<file path="src/rtl/burst_pkg.sv">
package burst_pkg;

  typedef enum logic {
    ORD_LINEAR = 1'b0,
    ORD_XOR    = 1'b1
  } order_e;

  typedef enum logic [1:0] {
    CMD_HOLD = 2'd0,
    CMD_STEP = 2'd1,
    CMD_LOAD = 2'd2
  } cmd_e;

endpackage

</file>
<file path="src/rtl/burst_ctrl.sv">
module burst_ctrl
  import burst_pkg::*;
(
  input  logic ld_i,
  input  logic adv_n_i,
  output cmd_e cmd_o
);

  // A start request outranks an advance in the same cycle.
  always_comb begin
    if (ld_i)          cmd_o = CMD_LOAD;
    else if (!adv_n_i) cmd_o = CMD_STEP;
    else               cmd_o = CMD_HOLD;
  end

endmodule

</file>
<file path="src/rtl/burst_beat_ctr.sv">
module burst_beat_ctr
  import burst_pkg::*;
#(
  parameter int LOW_W = 2
) (
  input  logic             clk,
  input  logic             rst_n,
  input  cmd_e             cmd_i,
  output logic [LOW_W-1:0] beat_o,
  output logic             last_o
);

  localparam logic [LOW_W-1:0] LastBeat = {LOW_W{1'b1}};

  function automatic logic [LOW_W-1:0] beat_inc(input logic [LOW_W-1:0] b);
    return b + LOW_W'(1);
  endfunction

  always_ff @(posedge clk or negedge rst_n) begin
    if (!rst_n) begin
      beat_o <= '0;
    end else begin
      unique case (cmd_i)
        CMD_LOAD: beat_o <= '0;
        CMD_STEP: beat_o <= beat_inc(beat_o);
        default:  beat_o <= beat_o;
      endcase
    end
  end

  assign last_o = (beat_o == LastBeat);

endmodule

</file>
<file path="src/rtl/burst_base_reg.sv">
module burst_base_reg
  import burst_pkg::*;
#(
  parameter int ADDR_W = 18,
  parameter int LOW_W  = 2
) (
  input  logic              clk,
  input  logic              rst_n,
  input  cmd_e              cmd_i,
  input  logic [ADDR_W-1:0] start_addr_i,
  input  logic              order_sel_i,
  output logic [ADDR_W-LOW_W-1:0] hi_o,
  output logic [LOW_W-1:0]  start_lo_o,
  output order_e            order_o
);

  always_ff @(posedge clk or negedge rst_n) begin
    if (!rst_n) begin
      hi_o       <= '0;
      start_lo_o <= '0;
      order_o    <= ORD_LINEAR;
    end else if (cmd_i == CMD_LOAD) begin
      hi_o       <= start_addr_i[ADDR_W-1:LOW_W];
      start_lo_o <= start_addr_i[LOW_W-1:0];
      order_o    <= order_e'(order_sel_i);
    end
  end

endmodule

</file>
<file path="src/rtl/burst_order_map.sv">
module burst_order_map
  import burst_pkg::*;
#(
  parameter int LOW_W = 2
) (
  input  logic [LOW_W-1:0] start_lo_i,
  input  logic [LOW_W-1:0] beat_i,
  input  order_e           order_i,
  output logic [LOW_W-1:0] lo_o
);

  logic [LOW_W-1:0] lin_pos;
  logic [LOW_W-1:0] xor_pos;

  function automatic logic [LOW_W-1:0] lin_map(input logic [LOW_W-1:0] s,
                                               input logic [LOW_W-1:0] b);
    return s + b;
  endfunction

  assign lin_pos = lin_map(start_lo_i, beat_i);

  genvar gi;
  generate
    for (gi = 0; gi < LOW_W; gi++) begin : g_xor
      assign xor_pos[gi] = start_lo_i[gi] ^ beat_i[gi];
    end
  endgenerate

  assign lo_o = (order_i == ORD_XOR) ? xor_pos : lin_pos;

endmodule

</file>
<file path="src/rtl/burst_addr_seq.sv">
module burst_addr_seq
  import burst_pkg::*;
#(
  parameter int ADDR_W = 18,
  parameter int LOW_W  = 2
) (
  input  logic              clk,
  input  logic              rst_n,
  input  logic              ld_i,
  input  logic [ADDR_W-1:0] start_addr_i,
  input  logic              adv_n_i,
  input  logic              order_sel_i,
  output logic [ADDR_W-1:0] addr_o
);

  localparam int HiW = ADDR_W - LOW_W;

  cmd_e             cmd;
  logic [HiW-1:0]   hi;
  logic [LOW_W-1:0] start_lo;
  logic [LOW_W-1:0] beat;
  logic [LOW_W-1:0] lo;
  logic             last_beat;
  order_e           order_q;

  // Named events for the checker
  logic load_evt;
  logic step_evt;
  logic wrap_evt;

  burst_ctrl u_ctrl (
    .ld_i    (ld_i),
    .adv_n_i (adv_n_i),
    .cmd_o   (cmd)
  );

  burst_base_reg #(.ADDR_W(ADDR_W), .LOW_W(LOW_W)) u_base (
    .clk          (clk),
    .rst_n        (rst_n),
    .cmd_i        (cmd),
    .start_addr_i (start_addr_i),
    .order_sel_i  (order_sel_i),
    .hi_o         (hi),
    .start_lo_o   (start_lo),
    .order_o      (order_q)
  );

  burst_beat_ctr #(.LOW_W(LOW_W)) u_beat (
    .clk    (clk),
    .rst_n  (rst_n),
    .cmd_i  (cmd),
    .beat_o (beat),
    .last_o (last_beat)
  );

  burst_order_map #(.LOW_W(LOW_W)) u_map (
    .start_lo_i (start_lo),
    .beat_i     (beat),
    .order_i    (order_q),
    .lo_o       (lo)
  );

  assign load_evt = (cmd == CMD_LOAD);
  assign step_evt = (cmd == CMD_STEP);
  assign wrap_evt = step_evt && last_beat;

  assign addr_o = {hi, lo};

endmodule

</file>
<file path="config.mk">
export PLATFORM = sky130hd
export DESIGN_NAME = burst_addr_seq
export DESIGN_NICKNAME = d
export VERILOG_FILES = /design/src/rtl/burst_pkg.sv /design/src/rtl/burst_ctrl.sv /design/src/rtl/burst_beat_ctr.sv /design/src/rtl/burst_base_reg.sv /design/src/rtl/burst_order_map.sv /design/src/rtl/burst_addr_seq.sv
export SDC_FILE = /design/constraint.sdc
export NUM_CORES = 1
export LEC_CHECK = 0
export ABC_CLOCK_PERIOD_IN_PS = 1400
export BUFFER_PORTS_ARGS = -buffer_cell sky130_fd_sc_hd__buf_4
export CORE_MARGIN = 2
export CORE_UTILIZATION = 45
export CTS_CLUSTER_DIAMETER = 150
export DETAILED_ROUTE_END_ITERATION = 8
export PLACE_DENSITY = 0.77
export SYNTH_ARGS = -nofsm -noshare
export SYNTH_HDL_FRONTEND = slang
export SYNTH_HIERARCHICAL = 1
export SYNTH_SLANG_ARGS = --single-unit
</file>
<file path="constraint.sdc">
create_clock -name clk -period 1.4 [get_ports clk]
set_clock_uncertainty 0.2 [all_clocks]
set_input_delay 0.07 -clock clk [delete_from_list [all_inputs] [get_ports clk]]
set_output_delay 0.07 -clock clk [all_outputs]
set_load 0.02 [all_outputs]
</file>
# Word-level counts from Yosys, hierarchy flattened

Cells that the tools add are included.

Reductions and logical operators: 1
Bitwise gates (word level): 2
Eq/ne operators: 2
Muxes and demuxes: 4
$add $sub $neg: 2

Operators by type and width:

| cell                                                                   | number |
|---|---|
| 2-bit two-way mux                                                      | 2 |
| 2-bit case mux with 2 select lines                                     | 1 |
| 2-bit by 1-bit adder with 2-bit output (second input constant)         | 1 |
| 2-bit adder                                                            | 1 |
| 2-bit by 1-bit equality test with 1-bit output (second input constant) | 1 |
| 2-bit equality test (second input constant)                            | 1 |
| 2-bit nonzero test                                                     | 1 |
| 1-bit XOR                                                              | 2 |
| 1-bit two-way mux                                                      | 1 |

Logic and storage cells: 15
Output and inout bits: 18
Register bits: 21
Bits of input ports: 23

# Longest topological paths before layout

Word-level depth: 4
Mapped depth: 5
Gate-level depth less buffers: 4

# Modules after synthesis

Netlist, hierarchy kept.

Modules (own cells, without submodules):

| module          | cells an instance | sequential area each (um^2) | times used | area an instance (um^2) |
|---|---|---|---|---|
| burst_base_reg  | 41                | 475.5                       | 1          | 772.0 |
| burst_beat_ctr  | 11                | 50.0                        | 1          | 110.1 |
| burst_order_map | 4                 | 0.0                         | 1          | 36.3 |
| burst_ctrl      | 2                 | 0.0                         | 1          | 11.3 |

# Worst setup path before layout

OpenSTA, ideal clock, no wires.

Path type: reg-to-output
Start: reg u_beat.beat_o[0]
End: out addr_o[1]
Stages on the path, launching flop included: 4
Data arrival time: 1.057 ns
Path buffers: 0
Path slack: 0.073 ns
Required time: 1.130 ns
Cells stage by stage: dfrtp_1 > ha_1 > nor2b_1 > xnor2_1

Cells in the longest elaborated chain, start to end: 2

Ends and longest elaborated chain:

| element                | RTL line              | RTL |
|---|---|---|
| start, declared        | burst_beat_ctr.sv:9   | `output logic [LOW_W-1:0] beat_o,` |
| start signal, assigned | burst_beat_ctr.sv:25  | `CMD_STEP: beat_o <= beat_inc(beat_o);` |
| start signal, assigned | burst_beat_ctr.sv:26  | `default: beat_o <= beat_o;` |
| 2-bit adder            | burst_order_map.sv:17 | `return s + b;` |
| 2-bit two-way mux      | burst_order_map.sv:29 | `assign lo_o = (order_i == ORD_XOR) ? xor_pos : lin_pos;` |
| end, declared          | burst_addr_seq.sv:13  | `output logic [ADDR_W-1:0] addr_o` |

Every way passes these cells.

# Worst setup path after layout

Start: reg u_base.start_lo_o[0]
End: out addr_o[1]

Cells in the longest elaborated chain, start to end: 2

Ends and longest elaborated chain:

| element                | RTL line              | RTL |
|---|---|---|
| start, declared        | burst_base_reg.sv:13  | `output logic [LOW_W-1:0] start_lo_o,` |
| start signal, assigned | burst_base_reg.sv:24  | `start_lo_o <= start_addr_i[LOW_W-1:0];` |
| 2-bit adder            | burst_order_map.sv:17 |  |
| 2-bit two-way mux      | burst_order_map.sv:29 |  |

Every way passes these cells.

==> results.md <==
- Fin area: between 1500 and 2000 um2
- Core area: ~2000 um2
- #FFs+latches synth: 21
- CP peak stage delay: ~0.4 ns
- FF-to-FF setup slack: around 0.15 ns
- Post-synthesis adder-cell area fraction: 0.04038
- CTS Buf Count: 3
- GR Overflow Total: 0
- Endpoints failing hold: 0
- Synth warn: 6
- Slew Viols, Final: 0
- Die footprint: ~2400 um2
- DIE WIDTH: around 49 um
- Commonest non-fill, non-tap cells in the layout: buf_4, dlygate4sd3_1, dfrtp_1
- Mean Syn Cell Area: between 15 and 20 um2
- Root buf cell: clkbuf_4
- Period utilization: 1.113
- Post-Syn Area: between 900 and 1000 um2
- Worst slew pin tran: 0.3156 ns
- H-tree depth: 1
- Reg clk slew, reported paths: 0.12 ns
- Setup ws final: -0.1588 ns
- HP Class: in2reg
- Boundary Pins: slightly above 40
- Total track usage: 0.1854
- 1st-pass router iterations: 4
- WP data arrival: about 1.3 ns
- Post-Syn Nets: 84
- Sequential share of power: 0.486
- Place WS: 0.006810 ns
- Crit path kind: reg2out
- Largest cells by area after synthesis: dfrtp_1, mux2_4, mux2_2
- Clock Latency Late Sink: 0.29 ns
- Fmax: roughly 640 MHz
- Crit-path slowest cell: dfrtp_1
- Syn Inst Count: 58
- # port buffers: 40
- Deepest clock path buffer count: 2
- Placed inst area: ~1200 um2
- Pint: 0.001067 W
- CP endpoint kind: primary output
- Crit Reg-Reg Endpoint: u_beat/beat_o[1]$_DFFE_PN0P_
- M2 GR Usage: 0.3423
- FF-to-FF Start: u_beat/beat_o[0]$_DFFE_PN0P_
- Crit start category: flop
- Largest family of logic cells by synthesized area: multiplexers
- Hold_sp: ld_i
- Clk sinks: 21
- CP delay by family, top: flip-flops
- Outcome: finished, violations left
- Buf/Inv on CP: 1
- Min Hold Slack: between 0.05 and 0.06 ns
- Most Crowded Layer GR: met2
- Largest net degree at the start of global routing: 22
- Final WL: around 2000 um
- Post-route DRC: 0
- Final std cells w/o fill: between 100 and 150
- Initial Utilization: 0.4739
- Sequential share of the synthesized area: 0.5653
- Hold endpoint: u_beat/beat_o[1]$_DFFE_PN0P_
- Clock power share: 0.190
- Logic pwr share: 0.324
- Filler instances: 126
- Commonest non-fill, non-tap cell in the layout: buf_4
- Post-synthesis mux area share: 0.2705
- Synth Area in XOR/XNOR: 0.01884
- Post-route ant nets: 0
- WP data required: 1.13 ns
- Multi-input gate area: around 390 um2
- Synth Area in Simple Gates: 0.04441
- Unrepaired setup endpoints after global routing: true
- Lkg Pwr: ~0.73 nW
- Reg area: approximately 530 um2
- Routed vias/inst: between 4 and 5
- CP Depth: 4
- Max-cap check violation count: 0
- Area grow syn2layout: 61.37%
- Crit Path Max Fanout: 2
- Diode count: 0
- Inst Count DP: between 100 and 150
- Number of global-route vias before repair: roughly 750
- Biggest area consumer among synthesized cells: dfrtp_1
- Compound-Gate Fraction of Synth Area: 0.01480
- 1st-iter DRT viols: 3
- Slew headroom: 0.7895
- VDD IR max: roughly 0.77 mV
- Sw frac: 0.2873
- Failing checks: negative setup slack
- Initial antenna violation count: 0
- CTS tree: yes
- Synth cell types: 16
- Net switching power: approximately 0.00043 W
- Pwr Density: 998.2 nW/um2
- Yosys top cell area share: 0.5653
- R2R cell count: 4
- GRT met1 Usage: 0.2100
- Site Rows: 16
- Die height: between 40 and 50 um
- Final setup violation count: 2
- First-pass GRT wire length: 3408 um
- Critical-path cell list: ha_2, nor2b_4, xnor2_1, buf_4
- Wirelength per Cell: between 10 and 15 um
- Total number of vias: ~680
- GP Congestion: ~0.67
- Grt met3 use: 0.02727
- WHS Path Cells: 4
- Final period demand of the worst path: ~1.6 ns
- Nets: roughly 150
- Fraction of layout cells with a size suffix above 1: 0.5785
[per-layer routing]
metal	wire length (um)	vias up
met3	56	2
met1	766	336
li1	-	322
met5	0	-
met2	1092	17
met4	27	0
[per-stage QoR]
step,TNS [ns],power (W),utilization
3_3_place_gp,0,0.001152,0.6244
5_1_grt,-0.2819,0.001571,0.7647
6_report,-0.1723,0.001497,0.7647
4_1_cts,-0.2109,0.001501,0.7564
2_1_floorplan,0,0.0009787,-
3_5_place_dp,0,0.001161,0.6244
[cells by family after synthesis]
logic type | Yosys count
simple gates | 7
buf+inv | 4
compound gates | 2
fa+ha+maj | 3
mux | 19
flops | 21
xor+xnor | 2
[worst max path at each step]
stage / start / endpoint / slack (ns)
detailed placement: ld_i / u_base/start_lo_o[0]$_DFFE_PN0N_ / 0.007
global placement: ld_i / u_base/order_o$_DFFE_PN0N_ / 0.03
CTS: u_beat/beat_o[0]$_DFFE_PN0P_ / addr_o[1] / -0.19
floorplan: u_beat/beat_o[0]$_DFFE_PN0P_ / addr_o[1] / 0.07
global route: u_beat/beat_o[0]$_DFFE_PN0P_ / addr_o[1] / -0.22
finish: u_base/start_lo_o[0]$_DFFE_PN0N_ / addr_o[1] / -0.16
[cell usage after synthesis]
cell	n
nand2b_4	1
nor2_1	1
mux2_4	10
buf_6	1
xnor2_1	2
ha_1	3
mux2_2	9
buf_4	1
nand2_1	3
inv_1	1
o21ai_2	1
buf_12	1
o21ai_0	1
dfrtp_1	21
nor2b_1	1
nand2b_1	1
[final cells by class]
type / count / area share
Multi-Input combinational cell: 33 / 0.2585
Clock buffer: 3 / 0.01501
Clock inverter: 1 / 0.003336
Sequential cell: 21 / 0.3503
Inverter: 1 / 0.002502
Timing Repair Buffer: 62 / 0.3478
Tap cell: 27 / 0.02252
[sequential cells by signal, indices dropped and copies added, names as in the netlist]
signal	count
u_base/order_o	1
u_base/hi_o	16
u_beat/beat_o	2
u_base/start_lo_o	2
[power groups by stage]
| stage | registers, W | logic, W | clock network (W) |
|---|---|---|---|
| 2_1_floorplan | 0.000808 | 0.000170 | 0 |
| 3_3_place_gp | 0.000737 | 0.000416 | 0 |
| 3_5_place_dp | 0.000738 | 0.000423 | 0 |
| 4_1_cts | 0.000727 | 0.000484 | 0.000291 |
| 5_1_grt | 0.000735 | 0.000517 | 0.000318 |
| 6_report | 0.000727 | 0.000486 | 0.000285 |
[worst reg2reg max path, delay by kind of cell (launching register included)]
kind	cells	cell delay (ns)
and+or+nand+nor	1	0.05
AOI/OAI and AO/OA	1	0.13
DFF	1	0.41
adders and majority gates	1	0.24
buffers and inverters	1	0.16
[what timing repair did]
item                                   in CTS  in global routing
gates cloned                                0                  0
pin swaps                                   2                  4
hold buffers                               21                  0
resized for setup                           4                  3
buffers inserted                            1                  1
endpoints found under the hold margin      40                  0
setup endpoints to repair                   2                  3
No activity file was read; power rests on OpenSTA's default activity.
